--- config.mk ---
export PLATFORM = sky130hd
export DESIGN_NAME = cmd_elem_exec
export DESIGN_NICKNAME = d
export VERILOG_FILES = /design/src/rtl/cex_pkg.sv /design/src/rtl/cex_gather.sv /design/src/rtl/cex_exec.sv /design/src/rtl/cmd_elem_exec.sv
export SDC_FILE = /design/constraint.sdc
export NUM_CORES = 1
export LEC_CHECK = 0
export BUFFER_PORTS_ARGS = -buffer_cell sky130_fd_sc_hd__buf_4
export CELL_PAD_IN_SITES_DETAIL_PLACEMENT = 1
export CELL_PAD_IN_SITES_GLOBAL_PLACEMENT = 1
export CORE_AREA = 2 2 115 129
export DETAILED_ROUTE_END_ITERATION = 10
export DIE_AREA = 0 0 117 131
export GPL_TIMING_DRIVEN = 0
export PLACE_DENSITY = 0.81
export SLEW_MARGIN = 20
export SYNTH_ARGS = -nofsm -noshare
export SYNTH_HDL_FRONTEND = slang
export SYNTH_SLANG_ARGS = --single-unit
--- constraint.sdc ---
create_clock -name clk -period 7.15 [get_ports clk]
set_input_delay 1.0725 -clock clk [delete_from_list [all_inputs] [get_ports clk]]
set_output_delay 1.0725 -clock clk [all_outputs]
set_load 0.02 [all_outputs]
--- src/rtl/cex_pkg.sv ---
package cex_pkg;

  localparam int CE_WORDS = 4;
  localparam int OP_W     = 8;

  localparam logic [OP_W-1:0] OP_WRITE = 8'd0;
  localparam logic [OP_W-1:0] OP_READ  = 8'd1;

  typedef enum logic [2:0] {
    ST_IDLE,
    ST_PRD,
    ST_PWR,
    ST_MWR,
    ST_DONE
  } cex_state_t;

endpackage

--- src/rtl/cex_gather.sv ---
module cex_gather
  import cex_pkg::*;
#(
  parameter int DATA_W  = 32,
  parameter int PADDR_W = 24
) (
  input  logic               clk,
  input  logic               rst_n,
  input  logic               ext_mode_i,
  input  logic [DATA_W-1:0]  in_data,
  input  logic               in_valid,
  output logic               in_ready,
  input  logic               release_i,
  output logic               elem_valid_o,
  output logic [OP_W-1:0]    op_o,
  output logic [PADDR_W-1:0] paddr_o,
  output logic [DATA_W-1:0]  w1_o,
  output logic [DATA_W-1:0]  w2_o,
  output logic               mode_o
);

  localparam int CNT_W = $clog2(CE_WORDS);
  localparam logic [CNT_W-1:0] LAST = CNT_W'(CE_WORDS - 1);

  logic [CNT_W-1:0] cnt_q, cnt_d;
  logic             full_q, full_d;
  logic             accept;
  logic             ld_w0, ld_w1, ld_w2;

  assign in_ready = !full_q;
  assign accept   = in_valid && in_ready;

  // next-state
  always_comb begin
    cnt_d  = cnt_q;
    full_d = full_q;
    ld_w0  = 1'b0;
    ld_w1  = 1'b0;
    ld_w2  = 1'b0;
    if (accept) begin
      ld_w0 = (cnt_q == CNT_W'(0));
      ld_w1 = (cnt_q == CNT_W'(1));
      ld_w2 = (cnt_q == CNT_W'(2));
      if (cnt_q == LAST) begin
        cnt_d  = '0;
        full_d = 1'b1;
      end else begin
        cnt_d = cnt_q + CNT_W'(1);
      end
    end else if (release_i) begin
      full_d = 1'b0;
    end
  end

  // state registers
  always_ff @(posedge clk or negedge rst_n) begin
    if (!rst_n) begin
      cnt_q  <= '0;
      full_q <= 1'b0;
    end else begin
      cnt_q  <= cnt_d;
      full_q <= full_d;
    end
  end

  // field registers, no reset, explicit enables
  always_ff @(posedge clk) begin
    if (ld_w0) begin
      op_o    <= in_data[DATA_W-1 -: OP_W];
      paddr_o <= in_data[PADDR_W-1:0];
      mode_o  <= ext_mode_i;
    end
    if (ld_w1) w1_o <= in_data;
    if (ld_w2) w2_o <= in_data;
  end

  assign elem_valid_o = full_q;

  AST_ELEM_HELD: assert property (@(posedge clk) disable iff (!rst_n)
    full_q && !release_i |=> full_q && $stable(op_o) && $stable(w1_o));

endmodule

--- src/rtl/cex_exec.sv ---
module cex_exec
  import cex_pkg::*;
#(
  parameter int DATA_W  = 32,
  parameter int PADDR_W = 24,
  parameter int MADDR_W = 36
) (
  input  logic               clk,
  input  logic               rst_n,
  input  logic               elem_valid_i,
  input  logic [OP_W-1:0]    op_i,
  input  logic [PADDR_W-1:0] paddr_i,
  input  logic [DATA_W-1:0]  w1_i,
  input  logic [DATA_W-1:0]  w2_i,
  input  logic               mode_i,
  output logic               pb_req,
  output logic               pb_we,
  output logic [PADDR_W-1:0] pb_addr,
  output logic [DATA_W-1:0]  pb_wdata,
  input  logic [DATA_W-1:0]  pb_rdata,
  input  logic               pb_ack,
  output logic               mw_req,
  output logic [MADDR_W-1:0] mw_addr,
  output logic [DATA_W-1:0]  mw_data,
  input  logic               mw_ack,
  output logic               release_o,
  output logic               done,
  output logic               err
);

  localparam int HI_W = MADDR_W - DATA_W;

  cex_state_t        state_q, state_d;
  logic [DATA_W-1:0] val_q, val_d;
  logic              val_en;
  logic              err_q, err_d;

  function automatic logic [DATA_W-1:0] merge_bits(
    input logic [DATA_W-1:0] old_v,
    input logic [DATA_W-1:0] new_v,
    input logic [DATA_W-1:0] msk);
    return (old_v & ~msk) | (new_v & msk);
  endfunction

  // next-state
  always_comb begin
    state_d = state_q;
    val_d   = val_q;
    val_en  = 1'b0;
    err_d   = err_q;
    unique case (state_q)
      ST_IDLE: if (elem_valid_i) begin
        if (op_i == OP_WRITE) begin
          if (&w2_i) begin
            state_d = ST_PWR;
            val_en  = 1'b1;
            val_d   = w1_i;
          end else begin
            state_d = ST_PRD;
          end
        end else if (op_i == OP_READ) begin
          state_d = ST_PRD;
        end else begin
          err_d   = 1'b1;
          state_d = ST_DONE;
        end
      end
      ST_PRD: if (pb_ack) begin
        val_en = 1'b1;
        if (op_i == OP_WRITE) begin
          val_d   = merge_bits(pb_rdata, w1_i, w2_i);
          state_d = ST_PWR;
        end else begin
          val_d   = pb_rdata;
          state_d = ST_MWR;
        end
      end
      ST_PWR:  if (pb_ack) state_d = ST_DONE;
      ST_MWR:  if (mw_ack) state_d = ST_DONE;
      ST_DONE: state_d = ST_IDLE;
      default: state_d = ST_IDLE;
    endcase
  end

  // registers
  always_ff @(posedge clk or negedge rst_n) begin
    if (!rst_n) begin
      state_q <= ST_IDLE;
      err_q   <= 1'b0;
    end else begin
      state_q <= state_d;
      err_q   <= err_d;
    end
  end

  always_ff @(posedge clk) begin
    if (val_en) val_q <= val_d;
  end

  assign pb_req    = (state_q == ST_PRD) || (state_q == ST_PWR);
  assign pb_we     = (state_q == ST_PWR);
  assign pb_addr   = paddr_i;
  assign pb_wdata  = val_q;
  assign mw_req    = (state_q == ST_MWR);
  assign mw_addr   = {(mode_i ? w2_i[HI_W-1:0] : {HI_W{1'b0}}), w1_i};
  assign mw_data   = val_q;
  assign done      = (state_q == ST_DONE);
  assign release_o = done;
  assign err       = err_q;

  AST_PB_HOLD: assert property (@(posedge clk) disable iff (!rst_n)
    pb_req && !pb_ack |=> pb_req && $stable(pb_addr) && $stable(pb_we) && $stable(pb_wdata));
  AST_MW_HOLD: assert property (@(posedge clk) disable iff (!rst_n)
    mw_req && !mw_ack |=> mw_req && $stable(mw_addr) && $stable(mw_data));
  AST_DONE_PULSE: assert property (@(posedge clk) disable iff (!rst_n)
    done |=> !done);
  AST_ERR_STICKY: assert property (@(posedge clk) disable iff (!rst_n)
    err |=> err);
  AST_FULLMASK_NO_READ: assert property (@(posedge clk) disable iff (!rst_n)
    pb_req && !pb_we && (op_i == OP_WRITE) |-> !(&w2_i));
  AST_ONE_PORT: assert property (@(posedge clk) disable iff (!rst_n)
    !(pb_req && mw_req));
  AST_READ_NO_PWR: assert property (@(posedge clk) disable iff (!rst_n)
    pb_req && pb_we |-> op_i == OP_WRITE);

endmodule

--- src/rtl/cmd_elem_exec.sv ---
module cmd_elem_exec
  import cex_pkg::*;
#(
  parameter int DATA_W  = 32,
  parameter int PADDR_W = 24,
  parameter int MADDR_W = 36
) (
  input  logic               clk,
  input  logic               rst_n,
  input  logic               ext_addr_mode,
  input  logic [DATA_W-1:0]  in_data,
  input  logic               in_valid,
  output logic               in_ready,
  output logic               pb_req,
  output logic               pb_we,
  output logic [PADDR_W-1:0] pb_addr,
  output logic [DATA_W-1:0]  pb_wdata,
  input  logic [DATA_W-1:0]  pb_rdata,
  input  logic               pb_ack,
  output logic               mw_req,
  output logic [MADDR_W-1:0] mw_addr,
  output logic [DATA_W-1:0]  mw_data,
  input  logic               mw_ack,
  output logic               done,
  output logic               err
);

  logic               elem_valid, release_s, mode_s;
  logic [OP_W-1:0]    op_s;
  logic [PADDR_W-1:0] paddr_s;
  logic [DATA_W-1:0]  w1_s, w2_s;

  cex_gather #(.DATA_W(DATA_W), .PADDR_W(PADDR_W)) u_gather (
    .clk(clk), .rst_n(rst_n), .ext_mode_i(ext_addr_mode),
    .in_data(in_data), .in_valid(in_valid), .in_ready(in_ready),
    .release_i(release_s), .elem_valid_o(elem_valid),
    .op_o(op_s), .paddr_o(paddr_s), .w1_o(w1_s), .w2_o(w2_s), .mode_o(mode_s)
  );

  cex_exec #(.DATA_W(DATA_W), .PADDR_W(PADDR_W), .MADDR_W(MADDR_W)) u_exec (
    .clk(clk), .rst_n(rst_n), .elem_valid_i(elem_valid),
    .op_i(op_s), .paddr_i(paddr_s), .w1_i(w1_s), .w2_i(w2_s), .mode_i(mode_s),
    .pb_req(pb_req), .pb_we(pb_we), .pb_addr(pb_addr), .pb_wdata(pb_wdata),
    .pb_rdata(pb_rdata), .pb_ack(pb_ack),
    .mw_req(mw_req), .mw_addr(mw_addr), .mw_data(mw_data), .mw_ack(mw_ack),
    .release_o(release_s), .done(done), .err(err)
  );

  AST_BUSY_NOT_READY: assert property (@(posedge clk) disable iff (!rst_n)
    (pb_req || mw_req || done) |-> !in_ready);

endmodule

==> impl_metrics.csv <==
group,metric,value,unit
clock_tree,postCtsSetupRepairBufs,0,
timing,slew_headroom,0.543,
clock_tree,cts.repair.resized,0,
hold_path,worstHoldPathType,"in -> async",
cells_and_area,final_core_util,0.563,
clock_tree,clock_tree.root_cell,"sky130_fd_sc_hd__clkbuf_16",
placement,detailed_place_hpwl,11000,um
clock_tree,cts_num_sinks,136,
timing,max_clock_freq,0.336,GHz
placement,buffer_ports.inserted,199,
worst_setup_path,cp_data_arrival_time,1.90,ns
timing,clock_skew_after_layout,0.00540,ns
floorplanning,floorplan.die.width,117,um
detailed_routing,post-route-drc-count,0,
clock_tree,tritoncts,"done",
global_routing,grt-ovfl-total,0,
cells_and_area,fillers,1356,
clock_tree,clk-insertion-delay-late,0.41,ns
detailed_routing,drt-initial-drc-count,156,
pwr,cellPowerDensity,291,nW/um^2
timing,unrepaired_setup_endpoints_after_global_routing,"no",
pwr,internal_power,1.69,mW
worst_setup_path,timing.critical_path.from,"u_exec.state_q[0]",
synth,synth_top_area_cell,"sky130_fd_sc_hd__edfxtp_1",
pwr,power_frac_comb,0.179,
timing,final-setup-viol-count,0,
run_status,result_of_the_run,"completed",
synth,synthCells,304,
cells_and_area,most-common-layout-cells,"233 x sky130_fd_sc_hd__buf_4, 129 x sky130_fd_sc_hd__edfxtp_1, 28 x sky130_fd_sc_hd__a21oi_2, 28 x sky130_fd_sc_hd__mux2_4, 17 x sky130_fd_sc_hd__clkbuf_16",
floorplanning,rows,46,
synth,postSynthRegisterBits,136,
detailed_routing,drt-pass1-iter-count,4,
synth,netlist-cell-type-count,34,
synth,avgSynthCellArea,18.1,um^2
floorplanning,die_area,15300,um^2
detailed_routing,routed_wirelength,14700,um
clock_tree,path_clk_slew,0.06,ns
timing,setup-tns-final,0,ns
detailed_routing,viasPerCell,4.73,
pwr,power_switching_share,0.268,
synth,synth_top_cell_area_share,0.702,
pwr,p_clk_frac,0.360,
synth,yosysSeqAreaShare,0.734,
worst_setup_path,critical_path.cell_chain,"clkbuf_1 > nand2_2 > buf_4 > o21ai_0 > buf_4",
global_routing,number_of_global_route_vias_before_repair,3774,
cells_and_area,layout.nets,600,
floorplanning,start_util,0.391,
clock_tree,cts_hold_buf,0,
worst_setup_path,critPathMaxFanout,10,
placement,place_inst,699,
detailed_routing,route.detailed.wl_per_inst,20.2,um
timing,worstMarginPinSlew,0.684,ns
synth,post_synth_instance_area,5520,um^2
worst_setup_path,critPathMaxStageDelay,0.35,ns
clock_tree,clock_buffer_depth,2,
worst_setup_path,critPathKind,"reg -> out",
global_routing,grt_max_degree,20,
synth,yosys_warnings,0,
global_routing,gr-usage-all-layers,0.193,
floorplanning,num_io_pins,200,
placement,finalWeightedCongestion,0.732,
synth,syn-num-nets,378,
worst_setup_path,critPathCaptureType,"output port",
worst_setup_path,crit_top_cell,"sky130_fd_sc_hd__buf_4",
timing,slew_violations,0,
global_routing,grt_antenna_before_repair,0,
worst_setup_path,r2r_start,"u_gather.op_o[5]",
floorplanning,die_y,131,um
worst_setup_path,worst_ep_required_time,6.08,ns
pwr,power.share.sequential,0.461,
cells_and_area,layout.cells.most_common,"sky130_fd_sc_hd__buf_4",
cells_and_area,post_route_cells_drive_above_1_share,0.627,
clock_tree,h-tree-depth,4,
pwr,switchingPower,0.620,mW
cells_and_area,multi_input_gate_area_in_the_final_layout,1140,um^2
pwr,vdd_drop_max,0.157,mV
timing,post-route-min-period,2.97,ns
global_routing,global_route_wire_length_before_repair,21400,um
timing,report.final.hold_viol_count,0,
pwr,leakage,3.18,nW
job,max_cap_viol_count,0,
worst_setup_path,timing.critical_path.slowest_stage_cell,"sky130_fd_sc_hd__clkbuf_1",
cells_and_area,area.sequential,4050,um^2
cells_and_area,insertedDiodeCount,0,
cells_and_area,synthToLayoutAreaGrowth,43.9,%
worst_setup_path,worst_setup_path_start_kind,"flip-flop",
floorplanning,design.core.area,14100,um^2
timing,layout_worst_path_cycle_share,0.416,
cells_and_area,instances_no_fill,731,
synth,post_synth_main_area_contributors,"sky130_fd_sc_hd__edfxtp_1 70%, sky130_fd_sc_hd__mux2_4 7.6%, sky130_fd_sc_hd__buf_4 4.6%",
detailed_routing,ant_nets,0,
detailed_routing,vias,3459,
clock_tree,cts_buffers,17,
-- metrics by stage --
stage	setup WS (ns)	power (mW)	instance area [um^2]	hold slack, ns
2_1_floorplan	3.68	1.27	5520	0.564
3_3_place_gp	2.42	1.45	7250	0.471
3_5_place_dp	4.33	1.50	7370	0.472
4_1_cts	4.17	2.33	7940	0.447
5_1_grt	4.04	2.40	7940	0.448
6_report	4.18	2.31	7940	0.462
-- Yosys cell counts --
cell type	instances
sky130_fd_sc_hd__or4_1	1
sky130_fd_sc_hd__o21ai_0	6
sky130_fd_sc_hd__nand4_1	8
sky130_fd_sc_hd__o22a_1	1
sky130_fd_sc_hd__nor3b_1	1
sky130_fd_sc_hd__buf_4	34
sky130_fd_sc_hd__o22ai_1	1
sky130_fd_sc_hd__nand3_1	3
sky130_fd_sc_hd__edfxtp_1	129
sky130_fd_sc_hd__nand2_2	1
sky130_fd_sc_hd__nor2_8	1
sky130_fd_sc_hd__mux2_4	28
sky130_fd_sc_hd__nor4_1	3
sky130_fd_sc_hd__and2_0	1
sky130_fd_sc_hd__inv_1	6
sky130_fd_sc_hd__o32ai_1	1
sky130_fd_sc_hd__nor2_1	5
sky130_fd_sc_hd__buf_8	3
sky130_fd_sc_hd__a2111oi_0	1
sky130_fd_sc_hd__mux2_2	4
sky130_fd_sc_hd__nor2b_1	2
sky130_fd_sc_hd__o211ai_1	1
sky130_fd_sc_hd__a21oi_1	6
sky130_fd_sc_hd__nand2_1	4
sky130_fd_sc_hd__a21oi_2	28
sky130_fd_sc_hd__ha_1	4
sky130_fd_sc_hd__and2_1	7
sky130_fd_sc_hd__or4_4	2
sky130_fd_sc_hd__dfrtp_1	7
sky130_fd_sc_hd__clkbuf_1	1
sky130_fd_sc_hd__o31ai_1	1
sky130_fd_sc_hd__nand2b_1	1
sky130_fd_sc_hd__clkbuf_8	1
sky130_fd_sc_hd__a21o_1	1
-- final cells by class --
class / instances / area share
Timing Repair Buffer: 203 / 0.202
Clock inverter: 15 / 0.0170
Sequential cell: 136 / 0.510
Clock buffer: 17 / 0.0536
Buffer: 39 / 0.0401
Tap cell: 192 / 0.0303
Inverter: 6 / 0.00284
Multi-Input combinational cell: 123 / 0.144
-- worst paths after layout --
| path | slack [ns] | cells after the start | to |
|---|---|---|---|
| worst max-delay path | 4.18 | 5 | pb_req |
| worst min-delay path | 0.46 | 1 | u_gather.elem_valid_o |
| worst max register to register | 4.31 | 6 | u_exec.mw_data[16] |
| worst min register to register | 0.48 | 2 | u_exec.err |
| max in group asynchronous | 6.57 | 1 | u_gather.cnt_q[1] |
| min in group clk | 0.48 | 2 | u_exec.err |
-- cell families after synthesis --
group / share of synthesized area
mux: 0.0844
flops: 0.734
simple gates: 0.0454
buf+inv: 0.0617
compound gates: 0.0653
fa+ha+maj: 0.00907
-- power groups by stage --
| stage | clock network, mW | logic (mW) | registers [mW] |
|---|---|---|---|
| 5_1_grt | 0.875 | 0.444 | 1.08 |
| 6_report | 0.832 | 0.414 | 1.06 |
| 4_1_cts | 0.845 | 0.420 | 1.07 |
| 3_3_place_gp | 0 | 0.370 | 1.08 |
| 3_5_place_dp | 0 | 0.418 | 1.08 |
| 2_1_floorplan | 0 | 0.147 | 1.13 |
-- registers in the layout (all words and copies together) (netlist names) --
signal	flops
u_gather.paddr_o	24
u_gather.cnt_q	2
u_gather.mode_o	1
u_exec.state_q	3
u_gather.op_o	8
u_gather.w2_o	32
u_gather.w1_o	32
u_gather.elem_valid_o	1
u_exec.mw_data	32
u_exec.err	1
-- critical path: cells and delay by family (launching register included) --
| family | cells | cell delay (ns) |
|---|---|---|
| flip-flops | 1 | 0.34 |
| buffers and inverters | 3 | 0.80 |
| AND/OR/NAND/NOR | 1 | 0.25 |
| AO/OA/AOI/OAI | 1 | 0.10 |
-- routing by layer --
metal  routed length [um]  up-vias  global-route usage
li1                     -     1579                   -
met3                  624       21              0.0401
met2                 8290      123               0.354
met5                    0        -                   0
met1                 5510     1736               0.215
met4                  309        0              0.0837
Power figures use the tool's default switching activity.
